$ cat config.mk
export PLATFORM = sky130hd
export DESIGN_NAME = seq_restoring_div
export DESIGN_NICKNAME = d
export VERILOG_FILES = /design/src/rtl/divr_pkg.sv /design/src/rtl/divr_sign_prep.sv /design/src/rtl/divr_step.sv /design/src/rtl/divr_sign_fix.sv /design/src/rtl/seq_restoring_div.sv
export SDC_FILE = /design/constraint.sdc
export NUM_CORES = 1
export LEC_CHECK = 0
export ABC_AREA = 1
export CAP_MARGIN = 20
export CORE_MARGIN = 2
export CORE_UTILIZATION = 26
export CTS_CLUSTER_SIZE = 14
export DETAILED_ROUTE_END_ITERATION = 8
export GPL_TIMING_DRIVEN = 0
export PLACE_DENSITY = 0.46
export REMOVE_ABC_BUFFERS = 1
export SKIP_CTS_REPAIR_TIMING = 1
export SYNTH_ARGS = -nofsm -noshare
export SYNTH_HDL_FRONTEND = slang
export SYNTH_HIERARCHICAL = 1
export SYNTH_SLANG_ARGS = --single-unit
$ cat constraint.sdc
create_clock -name clk -period 1.63 [get_ports clk]
set_input_delay 0.2445 -clock clk [delete_from_list [all_inputs] [get_ports clk]]
set_output_delay 0.2445 -clock clk [all_outputs]
set_load 0.03 [all_outputs]
$ cat src/rtl/divr_pkg.sv
package divr_pkg;
    typedef enum logic [1:0] {
        ST_IDLE,
        ST_PRESHIFT,
        ST_ITER,
        ST_FINISH
    } divr_state_e;
endpackage

$ cat src/rtl/divr_sign_prep.sv
module divr_sign_prep #(
    parameter int WIDTH = 8
) (
    input  logic [WIDTH-1:0] num_i,
    input  logic [WIDTH-1:0] den_i,
    input  logic             signed_mode_i,
    output logic [WIDTH-1:0] num_mag_o,
    output logic [WIDTH-1:0] den_mag_o,
    output logic             neg_quo_o,
    output logic             neg_rem_o,
    output logic             den_zero_o
);
    logic num_neg;
    logic den_neg;

    always_comb begin
        num_neg    = signed_mode_i & num_i[WIDTH-1];
        den_neg    = signed_mode_i & den_i[WIDTH-1];
        num_mag_o  = num_neg ? (~num_i + 1'b1) : num_i;
        den_mag_o  = den_neg ? (~den_i + 1'b1) : den_i;
        neg_quo_o  = num_neg ^ den_neg;
        neg_rem_o  = num_neg;
        den_zero_o = (den_i == '0);
    end
endmodule

$ cat src/rtl/divr_step.sv
module divr_step #(
    parameter int WIDTH = 8
) (
    input  logic [WIDTH:0]   upper_i,
    input  logic [WIDTH-1:0] lower_i,
    input  logic [WIDTH-1:0] den_mag_i,
    output logic [WIDTH:0]   upper_o,
    output logic [WIDTH-1:0] lower_o
);
    logic           fits;
    logic [WIDTH:0] diff;

    always_comb begin
        fits    = (upper_i >= {1'b0, den_mag_i});
        diff    = fits ? (upper_i - {1'b0, den_mag_i}) : upper_i;
        upper_o = {diff[WIDTH-1:0], lower_i[WIDTH-1]};
        lower_o = {lower_i[WIDTH-2:0], fits};
    end
endmodule

$ cat src/rtl/divr_sign_fix.sv
module divr_sign_fix #(
    parameter int WIDTH = 8
) (
    input  logic [WIDTH:0]   upper_i,
    input  logic [WIDTH-1:0] lower_i,
    input  logic [WIDTH-1:0] num_raw_i,
    input  logic             neg_quo_i,
    input  logic             neg_rem_i,
    input  logic             den_zero_i,
    output logic [WIDTH-1:0] quo_o,
    output logic [WIDTH-1:0] rem_o
);
    logic [WIDTH-1:0] rem_mag;

    always_comb begin
        rem_mag = upper_i[WIDTH:1];
        if (den_zero_i) begin
            quo_o = '1;
            rem_o = num_raw_i;
        end else begin
            quo_o = neg_quo_i ? (~lower_i + 1'b1) : lower_i;
            rem_o = neg_rem_i ? (~rem_mag + 1'b1) : rem_mag;
        end
    end
endmodule

$ cat src/rtl/seq_restoring_div.sv
module seq_restoring_div
    import divr_pkg::*;
#(
    parameter int WIDTH = 8
) (
    input  logic             clk,
    input  logic             rst_n,
    input  logic             start,
    input  logic             is_signed,
    input  logic [WIDTH-1:0] dividend,
    input  logic [WIDTH-1:0] divisor,
    output logic             busy,
    output logic             done,
    output logic [WIDTH-1:0] quotient,
    output logic [WIDTH-1:0] remainder,
    output logic             div_by_zero
);
    localparam int CW = $clog2(WIDTH + 1);
    localparam logic [CW-1:0] LAST_ITER = CW'(WIDTH - 1);

    divr_state_e state, state_nx;
    logic [CW-1:0]    iter_cnt;
    logic [WIDTH:0]   upper_q;
    logic [WIDTH-1:0] lower_q;
    logic [WIDTH-1:0] den_mag_q;
    logic [WIDTH-1:0] num_raw_q;
    logic             neg_quo_q, neg_rem_q, den_zero_q, signed_q;

    logic [WIDTH-1:0] num_mag_w, den_mag_w;
    logic             neg_quo_w, neg_rem_w, den_zero_w;
    logic [WIDTH:0]   upper_nx;
    logic [WIDTH-1:0] lower_nx;
    logic [WIDTH-1:0] quo_w, rem_w;

    divr_sign_prep #(.WIDTH(WIDTH)) prep_i (
        .num_i(dividend), .den_i(divisor), .signed_mode_i(is_signed),
        .num_mag_o(num_mag_w), .den_mag_o(den_mag_w),
        .neg_quo_o(neg_quo_w), .neg_rem_o(neg_rem_w), .den_zero_o(den_zero_w)
    );

    divr_step #(.WIDTH(WIDTH)) step_i (
        .upper_i(upper_q), .lower_i(lower_q), .den_mag_i(den_mag_q),
        .upper_o(upper_nx), .lower_o(lower_nx)
    );

    divr_sign_fix #(.WIDTH(WIDTH)) fix_i (
        .upper_i(upper_q), .lower_i(lower_q), .num_raw_i(num_raw_q),
        .neg_quo_i(neg_quo_q), .neg_rem_i(neg_rem_q), .den_zero_i(den_zero_q),
        .quo_o(quo_w), .rem_o(rem_w)
    );

    always_comb begin
        state_nx = state;
        unique case (state)
            ST_IDLE:     if (start) state_nx = ST_PRESHIFT;
            ST_PRESHIFT: state_nx = ST_ITER;
            ST_ITER:     if (iter_cnt == LAST_ITER) state_nx = ST_FINISH;
            ST_FINISH:   state_nx = ST_IDLE;
            default:     state_nx = ST_IDLE;
        endcase
    end

    // State register
    always_ff @(posedge clk or negedge rst_n) begin
        if (!rst_n) state <= ST_IDLE;
        else        state <= state_nx;
    end

    // Datapath: shifting register, counter, captured operand facts
    always_ff @(posedge clk or negedge rst_n) begin
        if (!rst_n) begin
            iter_cnt   <= '0;
            upper_q    <= '0;
            lower_q    <= '0;
            den_mag_q  <= '0;
            num_raw_q  <= '0;
            neg_quo_q  <= 1'b0;
            neg_rem_q  <= 1'b0;
            den_zero_q <= 1'b0;
            signed_q   <= 1'b0;
        end else begin
            unique case (state)
                ST_IDLE: if (start) begin
                    upper_q    <= '0;
                    lower_q    <= num_mag_w;
                    den_mag_q  <= den_mag_w;
                    num_raw_q  <= dividend;
                    neg_quo_q  <= neg_quo_w;
                    neg_rem_q  <= neg_rem_w;
                    den_zero_q <= den_zero_w;
                    signed_q   <= is_signed;
                    iter_cnt   <= '0;
                end
                ST_PRESHIFT: {upper_q, lower_q} <= {upper_q[WIDTH-1:0], lower_q, 1'b0};
                ST_ITER: begin
                    upper_q  <= upper_nx;
                    lower_q  <= lower_nx;
                    iter_cnt <= iter_cnt + 1'b1;
                end
                ST_FINISH: ;
                default: ;
            endcase
        end
    end

    // Outputs
    always_ff @(posedge clk or negedge rst_n) begin
        if (!rst_n) begin
            done        <= 1'b0;
            quotient    <= '0;
            remainder   <= '0;
            div_by_zero <= 1'b0;
        end else begin
            done <= (state == ST_FINISH);
            if (state == ST_FINISH) begin
                quotient    <= quo_w;
                remainder   <= rem_w;
                div_by_zero <= den_zero_q;
            end
        end
    end

    assign busy = (state != ST_IDLE);


    busy_after_start_chk: assert property (@(posedge clk) disable iff (!rst_n)
        (start && !busy) |=> busy);

    done_single_chk: assert property (@(posedge clk) disable iff (!rst_n)
        done |=> !done);

    done_idle_chk: assert property (@(posedge clk) disable iff (!rst_n)
        done |-> !busy);

    iter_bound_chk: assert property (@(posedge clk) disable iff (!rst_n)
        (state == ST_ITER) |-> (iter_cnt < CW'(WIDTH)));

    rem_below_div_chk: assert property (@(posedge clk) disable iff (!rst_n)
        (state == ST_FINISH && !den_zero_q) |-> (upper_q[WIDTH:1] < den_mag_q));

    rem_sign_chk: assert property (@(posedge clk) disable iff (!rst_n)
        (done && signed_q && remainder != '0) |-> (remainder[WIDTH-1] == num_raw_q[WIDTH-1]));

    zero_div_chk: assert property (@(posedge clk) disable iff (!rst_n)
        (done && div_by_zero) |-> (quotient == '1 && remainder == num_raw_q));

    hold_chk: assert property (@(posedge clk) disable iff (!rst_n)
        (!done && !$past(state == ST_FINISH)) |-> $stable(quotient));
endmodule

* After elaboration in Yosys (flattened, before gate mapping)
Cells that the tools add are included.
** Storage, ports and cells
- Bits in registers :: 60
- Input port bits :: 20
- Output and inout port bits :: 19
- Word-level logic and storage cells :: 58
** Cells by class
- Add/sub/neg operators :: 6
- Order comparisons :: 1
- Eq/ne operators :: 6
- Multiplexer cells :: 16
- Bitwise logic cells :: 7
- Reductions and logical operators :: 9
** Operators by type and width (number)
- two-way mux 8 bit :: 8
- adder 8 x 1 -> 8 bit, second input constant :: 4
- inverter 8 bit :: 4
- one-hot mux 9 bit (3 select lines) :: 1
- one-hot mux 8 bit (3 select lines) :: 1
- greater-or-equal comparator 9 x 8 -> 1 bit :: 1
- two-way mux 9 bit :: 1
- logical NOT 8 bit :: 1
- one-hot mux 2 bit (4 select lines) :: 1
- one-hot mux 4 bit (2 select lines) :: 1
- AND reduction 2 bit :: 4
- subtractor 8 bit :: 1
- adder 4 x 1 -> 4 bit, second input constant :: 1
- equality test 2 bit, second input constant :: 2
- equality test 4 x 3 -> 1 bit, second input constant :: 1
- two-way mux 2 bit :: 2
- two-way mux 4 bit :: 1
- inequality test 2 bit, second input constant :: 2
- nonzero test 2 bit :: 2
- nonzero test 3 bit :: 1
- bitwise AND 1 bit :: 2
- equality test 2 x 1 -> 1 bit, second input constant :: 1
- logical NOT 2 bit :: 1
- XOR 1 bit :: 1

* Logic depth before layout (Yosys ltp)
Gate-level depths: netlist of run 1.
- Word-level depth :: 5
- Depth in mapped cells :: 15
- Depth with buffers taken out :: 15

* Cells and area by module
The synthesis of run 1 kept the hierarchy.
** Modules (own cells, without submodules)
- seq_restoring_div :: times used 1, cells each 346, area an instance 2722.6 µm², sequential area each 1501.4 µm²
- divr_step :: times used 1, cells each 116, area an instance 645.6 µm², sequential area each 0.0 µm²
- divr_sign_fix :: times used 1, cells each 105, area an instance 504.2 µm², sequential area each 0.0 µm²
- divr_sign_prep :: times used 1, cells each 77, area an instance 401.6 µm², sequential area each 0.0 µm²

* Least setup slack after synthesis of run 1
Ideal clock, no wire load.
- Kind :: register to register
- From :: register upper_q[6]
- To :: register lower_q[0]
- Library setup time :: 0.116 ns
- Data arrival time :: 1.673 ns
- Required time :: 1.514 ns
- Path slack :: -0.159 ns
- Cell stages (with the launch flop) :: 13
- Path buffers :: 1
- Clock period less this slack :: 1.789 ns
- Path through :: dfrtp_1 > ha_1 > nand2_1 > nand2_1 > nand2_1 > nand2_2 > a21oi_4 > nand2_4 > buf_4 > nand3_1 > nand2_1 > nand2_1 > nand2_1
** On the way
- Longest elaborated chain between the ends :: 2
** RTL lines
- from (decl) :: line seq_restoring_div.sv:23 : logic [WIDTH:0] upper_q;
- from (signal assigned) :: line seq_restoring_div.sv:94 : ST_PRESHIFT: {upper_q, lower_q} <= {upper_q[WIDTH-1:0], lower_q, 1'b0};
- from (signal assigned) :: line seq_restoring_div.sv:96 : upper_q <= upper_nx;
- greater-or-equal comparator 9 x 8 -> 1 bit :: line divr_step.sv:14 : fits = (upper_i >= {1'b0, den_mag_i});
- named net step_i.fits :: line divr_step.sv:10 : logic fits;
- one-hot mux 8 bit (3 select lines) :: line seq_restoring_div.sv:82 : unique case (state)
- to (signal assigned) :: line seq_restoring_div.sv:85 : lower_q <= num_mag_w;
- to (signal assigned) :: line seq_restoring_div.sv:94
- to (signal assigned) :: line seq_restoring_div.sv:97 : lower_q <= lower_nx;
- to (decl) :: line seq_restoring_div.sv:24 : logic [WIDTH-1:0] lower_q;
The timed path passes the listed nets, and every way through them passes these cells.
A chain may end at the register's enable or synchronous reset.

* Worst setup path in the final report of run 1
- From :: register upper_q[0]
- To :: register upper_q[5]
** On the way
- Longest elaborated chain between the ends :: 3
- Elaborated cells between the ends (all ways) :: 4
- Classes of those cells :: add/sub: 1; order compare: 1; mux: 2
** RTL lines
- subtractor 8 bit / greater-or-equal comparator 9 x 8 -> 1 bit (equally long branches) :: line divr_step.sv:15, divr_step.sv:14
- two-way mux 8 bit (*) :: line divr_step.sv:15 : diff = fits ? (upper_i - {1'b0, den_mag_i}) : upper_i;
- named net upper_nx[5] :: line seq_restoring_div.sv:31 : logic [WIDTH:0] upper_nx;
- one-hot mux 9 bit (3 select lines) (*) :: line seq_restoring_div.sv:82
Mark *: on every way through the listed nets, which the timed path passes. The rest lies on a longest branch.

==> summary.md, run 1 <==
| Metric | Value |
|---|---|
| Share of flip-flops with an asynchronous set or reset | `1.00` |
| Crit end category | `flop` |
| Setup crit end | `upper_q[5]` |
| Die X | `132 um` |
| Non-filler cells, final | `913` |
| Setup WS post-layout | `-240 ps` |
| Initial Util | `0.267` |
| Fin crit period | `1870 ps` |
| Failing checks | `negative setup slack` |
| Largest area contributor in the netlist | `dfrtp_1` |
| CTS tree | `built` |
| Setup TNS Final | `-1340 ps` |
| Layout cells sized above 1 | `0.169` |
| Yosys cell types | `38` |
| Die ar. | `0.0175 mm2` |
| Drt total wl | `11400 um` |
| Synthesized area | `0.00427 mm2` |
| H-Tree Depth | `3` |
| Detail Route Antenna Nets | `0` |
| Fillers | `1746` |
| Clock sinks | `60` |
| Initial antenna violation count | `0` |
| Start point of the critical path | `upper_q[0]` |
| Global Route met1 Usage | `0.187` |
| Top cells by area, synth | `dfrtp_1, nand2_1, nand3_1, ha_1, inv_1` |
| Clk slew on worst S/H paths | `50 ps` |
| Ys Warns | `6` |
| Startpoint type of the worst setup path | `flop` |
| Number of flops mapped to enable cells by yosys | `0` |
| Initial DRC count | `245` |
| # DRC | `0` |
| Yosys top cell area share | `0.351` |
| Antenna cell count | `0` |
| Reg2reg end | `upper_q[5]` |
| R2r setup slk | `-240 ps` |
| Pwr dens | `2050 mW/mm2` |
| Final Hold Slack | `465 ps` |
| CP max FO | `4` |
| Sequential Area | `0.00151 mm2` |
| Tot GR Track Use | `0.129` |
| Final hold viol count | `0` |
| First-pass GRT wire length | `18100 um` |
| Status | `finished, violations left` |
| Worst Max-Slew Pin Slew | `634 ps` |
| Post-synthesis register bit count | `60` |
| P&R area growth vs syn | `30.2%` |
| Vias in the first global route | `3568` |
| RSZ-0062 raised after global routing | `yes` |
| Leakage | `3.09 nW` |
| Cell Count Post-Placement | `872` |
| Net count, final | `733` |
| Reg2reg path depth | `13` |
| Placed cell area | `0.00474 mm2` |
| Final setup viols | `9` |
| Core Area | `0.0160 mm2` |
| CTS buffer count | `9` |
| I/O Buffers | `38` |
| Final Max Tran Viols | `0` |
| Max Cap Violations | `0` |
| Maximum clock frequency | `535 MHz` |
| Fin util | `0.348` |
| CP required | `1900 ps` |
| Mapped Cells | `644` |
| Skew-Pair Late Insertion Delay | `330 ps` |
| HPWL Detailed | `8190 um` |
| Die H | `132 um` |
| DR vias | `4002` |
| Reg-to-Reg Start | `upper_q[0]` |
| Footprint of the multi-input gates | `0.00259 mm2` |
| Arrival time at the worst endpoint | `2140 ps` |
| Gpl congestion | `0.830` |
| Most Crowded Layer GR | `met2` |
| Largest net degree at the start of global routing | `35` |
| Most instantiated cells after synthesis | `nand2_1, dfrtp_1, inv_1` |
| FP Rows | `46` |
| # IOs | `39` |
| Clock Skew | `8.75 ps` |
| Grt ovf | `0` |
| Vias per inst | `4.38` |
| Top-count cell post-synth | `nand2_1` |
| Sequential area share after synthesis | `0.351` |
| Routed WL per cell | `12.5 um` |
| Post-synth top flop | `dfrtp_1` |
| CTS root buf | `clkbuf_16` |
| GRT met2 Usage | `0.192` |
| Final period util | `1.15` |
| Average size of a mapped cell | `6.64 um2` |
| CP Class | `flop to flop` |
| Maximum vdd drop | `726 uV` |
| Slew headroom | `0.577` |
| Final instance area | `0.00557 mm2` |
| Drt pass-1 iters | `5` |
| Maximum clock path buffer count | `2` |
| Worst Hold Class | `flop to flop` |
| Met3 Track Usage GR | `0.0246` |
-- logic make-up (layout without fill, tap and decap cells) --
kind of cell	count (synthesis)	in the layout	synth area share
and+or+nand+nor	435	437	0.425
buffers and inverters	92	143	0.104
AOI/OAI and AO/OA	27	27	0.0372
adders and majority gates	20	20	0.0603
xor gates and xnor gates	10	10	0.0223
DFF	60	60	0.351
-- power breakdown --
group | switching, W | internal [W]
logic | 0.00405 | 0.00268
clock network | 0.000667 | 0.00137
registers | 0.000573 | 0.00207
-- per-layer routing --
metal | vias up | part of all wire | wire [um]
met5 | - | 0 | 0
met4 | 0 | 0.010 | 116
met3 | 6 | 0.041 | 462
met2 | 76 | 0.44 | 5050
met1 | 1851 | 0.51 | 5750
li1 | 2069 | - | -
-- worst max-delay path, stage by stage (launching register included) --
cell and delay [ps]:
dfrtp_1 390, inv_1 60, ha_2 200, fa_2 400
inv_2 80, nand3_2 60, nand3_2 60, xor2_1 170
nand2_1 80, nand2_1 70, nand2_1 50, nand2_1 70
nand2_1 50, nand2_1 60
-- per-stage QoR --
step,worst slack (ps),power (W)
after floorplan,-123,0.00635
after global placement,-1710,0.00782
after detailed placement,-418,0.00792
after CTS,-486,0.0100
after global routing,-358,0.0124
final,-240,0.0114
-- cells in the final DEF (no fill, tap or decap), types with 2 or more instances in the layout --
master and instances:
inv_4 2, xor2_1 6, o21ai_0 10, xnor2_1 2, inv_1 50, inv_2 11
clkbuf_16 9, ha_4 9, nand2_2 17, a21oi_1 9, buf_6 5, ha_1 8
xnor2_2 2, nand3b_1 2, dfrtp_2 9, dlymetal6s2s_1 11, nand3_1 42, o21ai_1 3
nand3_2 7, buf_4 18, bufinv_16 2, nor2_1 28, nor2_4 3, nand2_8 4
nor3_1 2, nand2_4 2, dfrtp_1 51, nand2_1 318, nand4_1 5, ha_2 2
clkdlybuf4s50_1 25
-- layout make-up --
cell class,instances,area share
multi-input combinational,494,0.466
sequential,60,0.272
timing repair buffer,63,0.111
tap,216,0.0486
inverter,65,0.0456
clock buffer,11,0.0436
clock inverter,4,0.0133
-- sequential cells by signal, summed over array words and instances (netlist names) --
register	cells
upper_q	9
den_zero_q	1
lower_q	8
neg_quo_q	1
neg_rem_q	1
state	2
den_mag_q	8
iter_cnt	4
done	1
num_raw_q	8
quotient	8
div_by_zero	1
remainder	8
-- worst min-delay path by stage --
| stage | startpoint | to | slack, ps | depth (start not counted) |
|---|---|---|---|---|
| final | remainder[1] | remainder[1] | 460 | 2 |
| after global routing | remainder[3] | remainder[3] | 480 | 2 |
| after CTS | rst_n | done | -50 | 1 |
| after detailed placement | rst_n | quotient[4] | 310 | 1 |
| after global placement | quotient[5] | quotient[5] | 460 | 2 |
| after floorplan | rst_n | den_mag_q[0] | -50 | 0 |
(Power assumes the default switching activity.)
==> inputs of run 2 (changes only) <==
--- a/config.mk
+++ b/config.mk
@@ -7,7 +7,6 @@
 export LEC_CHECK = 0
 export ABC_AREA = 1
 export CAP_MARGIN = 20
-export CORE_MARGIN = 2
 export CORE_UTILIZATION = 26
 export CTS_CLUSTER_SIZE = 14
 export DETAILED_ROUTE_END_ITERATION = 8
==> run 2 against run 1 <==
The run ends with negative hold slack, negative setup slack left; sequential power hardly changed; clock power is 15% lower; register-to-register slack hardly changed; sequential share of layout area is 0.36 points lower; critical path type unchanged; largest cell class unchanged.
==> summary.md, run 2 (same netlist as run 1, synthesis figures left out) <==
| Metric | Value |
|---|---|
| CP Class | `flop to flop` |
| Fillers | `1696 (-2.9%)` |
| Vias per inst | `4.37 (-0.31%)` |
| FP Rows | `46 (unchanged)` |
| Largest Register | `upper_q` |
| CP max FO | `4 (unchanged)` |
| Cell Count Post-Placement | `871 (-0.11%)` |
| Failing checks | `negative hold slack, negative setup slack` |
| Leakage | `3.08 nW (-0.27%)` |
| Detail Route Antenna Nets | `0 (unchanged)` |
| Pwr dens | `2070 mW/mm2 (+0.96%)` |
| Worst Hold Class | `input pin to asynchronous set/reset pin` |
| P&R area growth vs syn | `32.1%` |
| Start point of the critical path | `den_mag_q[6]` |
| CTS root buf | `clkbuf_16` |
| Reg2reg end | `lower_q[0]` |
| Antenna cell count | `0 (unchanged)` |
| Startpoint type of the worst setup path | `flop` |
| Clock Skew | `4.53 ps (-4.22 ps)` |
| CP required | `1850 ps (-50 ps)` |
| Die ar. | `0.0170 mm2 (-3.0%)` |
| Routed WL per cell | `12.4 um (-0.20%)` |
| Initial Util | `0.268 (+0.000964)` |
| RSZ-0062 raised after global routing | `yes` |
| Commonest cells after routing, fill and taps aside | `nand2_1, dfrtp_1, inv_1` |
| Die X | `130 um (-1.5%)` |
| Final setup viols | `10 (+1)` |
| Vias in the first global route | `3635 (+1.9%)` |
| Final instance area | `0.00564 mm2 (+1.4%)` |
| Crit end category | `flop` |
| CTS tree | `built` |
| Worst Max-Slew Pin Slew | `781 ps (+148 ps)` |
| H-Tree Depth | `3 (unchanged)` |
| Final period util | `1.14 (-0.00766)` |
| # IOs | `39 (unchanged)` |
| Reg-to-Reg Start | `den_mag_q[6]` |
| Initial DRC count | `272 (+11%)` |
| Placed cell area | `0.00473 mm2 (-0.37%)` |
| Net count, final | `739 (+0.82%)` |
| Clock sinks | `60 (unchanged)` |
| Final Hold Slack | `-1.29 ps (-466 ps)` |
| Drt total wl | `11400 um (+0.56%)` |
| Maximum clock frequency | `538 MHz (+0.67%)` |
| Final hold viol count | `1 (+1)` |
| # DRC | `0 (unchanged)` |
| Non-filler cells, final | `920 (+0.77%)` |
| Clk slew on worst S/H paths | `50 ps (about the same)` |
| Final Max Tran Viols | `0 (unchanged)` |
| Commonest non-fill, non-tap cell in the layout | `nand2_1` |
| Footprint of the multi-input gates | `0.00266 mm2 (+2.7%)` |
| Core Area | `0.0159 mm2 (-0.36%)` |
| Setup WS post-layout | `-227 ps (+12.5 ps)` |
| R2r setup slk | `-230 ps (about the same)` |
| Sequential Area | `0.00151 mm2 (about the same)` |
| Layout cells sized above 1 | `0.193 (+0.0239)` |
| Grt ovf | `0 (unchanged)` |
| Reg2reg path depth | `15 (+2)` |
| Initial antenna violation count | `0 (unchanged)` |
| Maximum vdd drop | `664 uV (-8.6%)` |
| Drt pass-1 iters | `4 (-1)` |
| Tot GR Track Use | `0.135 (+0.00607)` |
| Fin crit period | `1860 ps (-12.5 ps)` |
| Skew-Pair Late Insertion Delay | `330 ps (about the same)` |
| Gpl congestion | `0.783 (-5.6%)` |
| Slew headroom | `0.479 (-0.0983)` |
| DP Worst Slack | `-413 ps (+5.30 ps)` |
| Max Cap Violations | `0 (unchanged)` |
| First-pass GRT wire length | `17800 um (-1.9%)` |
| CTS buffer count | `9 (unchanged)` |
| I/O Buffers | `38 (unchanged)` |
| Maximum clock path buffer count | `2 (unchanged)` |
| Number of flip-flops in the largest register | `9 (unchanged)` |
| Status | `finished, violations left` |
| Arrival time at the worst endpoint | `2080 ps (-60 ps)` |
| Fin util | `0.354 (+0.00620)` |
| Largest net degree at the start of global routing | `61 (+74%)` |
| Die H | `130 um (-1.5%)` |
| HPWL Detailed | `8030 um (-1.9%)` |
| DR vias | `4020 (+0.45%)` |
==> run 2: worst max-delay path, stage by stage, from the launching register on <==
cell	delay, ps
dfrtp_1	390
inv_2	100
ha_4	220
nand2_1	60
nand2_1	70
nand2_1	90
nand2_2	80
a21oi_4	140
buf_12	140
buf_12	100
nand2_8	50
buf_6	120
nand3_2	60
nand2_1	40
nand2_1	60
nand2_1	50
==> run 2: metal layers <==
metal | global-route usage | wire length (um) | up-vias
met1 | 0.194 | 5720 | 1831
met5 | 0 | 0 | -
met4 | 0.0404 | 109 | 0
li1 | - | - | 2085
met3 | 0.0250 | 445 | 9
met2 | 0.205 | 5160 | 95
==> run 2: where the power goes <==
part | switching (W) | internal, W
sequential | 0.000586 | 0.00207
combinational | 0.00425 | 0.00305
clock | 0.000671 | 0.00106
==> run 2: metrics by stage <==
stage	setup TNS [ps]	total power [W]
after floorplan	-976	0.00635
after CTS	-10170	0.00967
after global placement	-116120	0.00781
after global routing	-3110	0.0127
after detailed placement	-9170	0.00789
final	-1750	0.0117
==> run 2: worst max-delay path by stage <==
stage | end | slack (ps) | depth (start not counted)
2_1_floorplan | upper_q[8] | -120 | 13
3_3_place_gp | den_mag_q[4] | -1790 | 1
3_5_place_dp | lower_q[1] | -410 | 6
4_1_cts | busy | -510 | 4
5_1_grt | upper_q[5] | -370 | 13
6_report | lower_q[0] | -230 | 15
==> run 2: cell type report <==
class                   instances  area share
clock buffers                  12      0.0437
clock inverters                 4     0.00443
inverters                      65      0.0457
multi-input cells             495       0.472
flip-flops and latches         60       0.268
well taps                     216      0.0479
repair buffers                 68       0.118
==> inputs of run 3 (changes only) <==
--- a/config.mk
+++ b/config.mk
@@ -11,7 +11,7 @@
 export CTS_CLUSTER_SIZE = 14
 export DETAILED_ROUTE_END_ITERATION = 8
 export GPL_TIMING_DRIVEN = 0
-export PLACE_DENSITY = 0.46
+export PLACE_DENSITY = 0.44
 export REMOVE_ABC_BUFFERS = 1
 export SKIP_CTS_REPAIR_TIMING = 1
 export SYNTH_ARGS = -nofsm -noshare
==> constraint.sdc (replaced) <==
create_clock -name clk -period 1.95 [get_ports clk]
set_input_delay 0.2925 -clock clk [delete_from_list [all_inputs] [get_ports clk]]
set_output_delay 0.2925 -clock clk [all_outputs]
set_load 0.03 [all_outputs]
==> run 3 against run 2 <==
The flow now finishes without violations; hold slack gained 52 ps; utilization shrank 2.6 points; power shrank 27%; first-iteration DRC count shrank 47%; global-route usage shrank 0.27 points; via count shrank 3.5%; die area is the same; sequential share of layout area grew 2.0 points; sequential cell count is the same; cell count shrank 2.3%; clock-buffer cell count is the same; largest cell class unchanged.
==> summary.md, run 3 (same netlist as run 1, synthesis figures left out) <==
| Metric | Value |
|---|---|
| Final hold viol count | `0 (-1)` |
| Reg2reg end | `lower_q[0]` |
| Clk slew on worst S/H paths | `50 ps (about the same)` |
| Clock sinks | `60 (unchanged)` |
| Status | `completed` |
| Maximum vdd drop | `526 uV (-21%)` |
| Fin util | `0.329 (-0.0255)` |
| Detail Route Antenna Nets | `0 (unchanged)` |
| Vias in the first global route | `3532 (-2.8%)` |
| Drt pass-1 iters | `4 (unchanged)` |
| Final setup viols | `0 (-10)` |
| Arrival time at the worst endpoint | `2070 ps (about the same)` |
| Fin crit period | `1860 ps (-0.218 ps)` |
| R2r setup slk | `90 ps (+320 ps)` |
| Most Crowded Layer GR | `met2` |
| P&R area growth vs syn | `22.5%` |
| I/O Buffers | `38 (unchanged)` |
| Worst Hold Class | `input pin to asynchronous set/reset pin` |
| Final Max Tran Viols | `0 (unchanged)` |
| DR vias | `3879 (-3.5%)` |
| CTS tree | `built` |
| Core Area | `0.0159 mm2 (unchanged)` |
| Initial antenna violation count | `0 (unchanged)` |
| Routed WL per cell | `12.2 um (-2.3%)` |
| Largest Register | `upper_q` |
| Non-filler cells, final | `899 (-2.3%)` |
| CP Class | `flop to flop` |
| Antenna cell count | `0 (unchanged)` |
| Maximum clock frequency | `538 MHz (about the same)` |
| Maximum clock path buffer count | `2 (unchanged)` |
| Vias per inst | `4.31 (-1.3%)` |
| CTS buffer count | `9 (unchanged)` |
| Crit end category | `flop` |
| CTS root buf | `clkbuf_16` |
| Die X | `130 um (unchanged)` |
| Final period util | `0.952 (-0.187)` |
| Die H | `130 um (unchanged)` |
| Setup WS post-layout | `92.8 ps (+320 ps)` |
| CP required | `2160 ps (+310 ps)` |
| Pwr dens | `1630 mW/mm2 (-21%)` |
| Global Route met1 Usage | `0.194 (-0.000352)` |
| Clock Skew | `8.53 ps (+4.00 ps)` |
| RSZ-0062 raised after global routing | `yes` |
| # IOs | `39 (unchanged)` |
| Die ar. | `0.0170 mm2 (unchanged)` |
| Max Cap Violations | `0 (unchanged)` |
| Initial DRC count | `144 (-47%)` |
| Commonest cells after routing, fill and taps aside | `nand2_1, dfrtp_1, inv_1` |
| Worst Max-Slew Pin Slew | `797 ps (+15.9 ps)` |
| Met3 Track Usage GR | `0.0209 (-0.00410)` |
| FP Rows | `46 (unchanged)` |
| Layout cells sized above 1 | `0.127 (-0.0658)` |
| H-Tree Depth | `3 (unchanged)` |
| Commonest non-fill, non-tap cell in the layout | `nand2_1` |
| Leakage | `2.78 nW (-9.7%)` |
| Initial Util | `0.268 (unchanged)` |
| DP Worst Slack | `-124 ps (+289 ps)` |
| Largest net degree at the start of global routing | `61 (unchanged)` |
| Slew headroom | `0.469 (-0.0106)` |
| HPWL Detailed | `8000 um (-0.49%)` |
| Grt ovf | `0 (unchanged)` |
| CP max FO | `9 (+5)` |
| First-pass GRT wire length | `17600 um (-1.2%)` |
| # DRC | `0 (unchanged)` |
| Number of flip-flops in the largest register | `9 (unchanged)` |
| Drt total wl | `10900 um (-4.5%)` |
| Startpoint type of the worst setup path | `flop` |
| GRT met2 Usage | `0.203 (-0.00156)` |
| Reg2reg path depth | `11 (-4)` |
| Skew-Pair Late Insertion Delay | `320 ps (about the same)` |
| Net count, final | `720 (-2.6%)` |
| Gpl congestion | `0.805 (+2.7%)` |
| Reg-to-Reg Start | `upper_q[2]` |
| Tot GR Track Use | `0.133 (-0.00266)` |
| Final Hold Slack | `50.9 ps (+52.2 ps)` |
| Cell Count Post-Placement | `871 (unchanged)` |
==> run 3: worst max-delay path, cell delays in order, from the launching register on <==
cell	delay, ps
dfrtp_2	460
ha_4	280
or2_4	250
nand3_2	110
nand2_4	80
nand2_4	110
nand2_8	80
buf_4	150
nand3_1	70
nand2_1	60
nand2_1	60
nand2_1	40
==> run 3: metrics by stage <==
| stage | TNS (ps) | power (W) | cell area [um2] |
|---|---|---|---|
| floorplan | 0 | 0.00530 | 4080 |
| global placement | -89600 | 0.00655 | 4730 |
| detailed placement | -1440 | 0.00661 | 4730 |
| CTS | -1800 | 0.00805 | 4980 |
| global route | -79.4 | 0.00937 | 5240 |
| finish | 0 | 0.00856 | 5240 |
==> run 3: layout make-up <==
type	count	area, um2
fillers	1746	10700
inverters	65	251
clock inverters	2	12.5
repair buffers	51	482
multi-input cells	493	2460
well taps	216	270
clock buffers	12	246
flip-flops and latches	60	1510
==> run 3: worst max-delay path by stage <==
| stage | from | endpoint | cells after the start |
|---|---|---|---|
| 3_3_place_gp | rst_n | den_mag_q[3] | 1 |
| 6_report | upper_q[2] | lower_q[0] | 11 |
| 5_1_grt | upper_q[0] | upper_q[5] | 13 |
| 2_1_floorplan | upper_q[6] | upper_q[8] | 13 |
| 4_1_cts | state[1] | busy | 4 |
| 3_5_place_dp | state[1] | lower_q[5] | 6 |
==> run 3: metal layers <==
layer  share of wire  routed length (um)
met5               0                   0
met4          0.0085                  93
met3           0.026                 286
met2            0.45                4910
met1            0.52                5640
==> run 3: power breakdown <==
group | internal (W) | leakage (nW) | switching (W) | total (W)
registers | 0.00173 | 0.775 | 0.000489 | 0.00222
clock network | 0.000877 | 0.125 | 0.000523 | 0.00140
logic | 0.00190 | 1.88 | 0.00304 | 0.00494
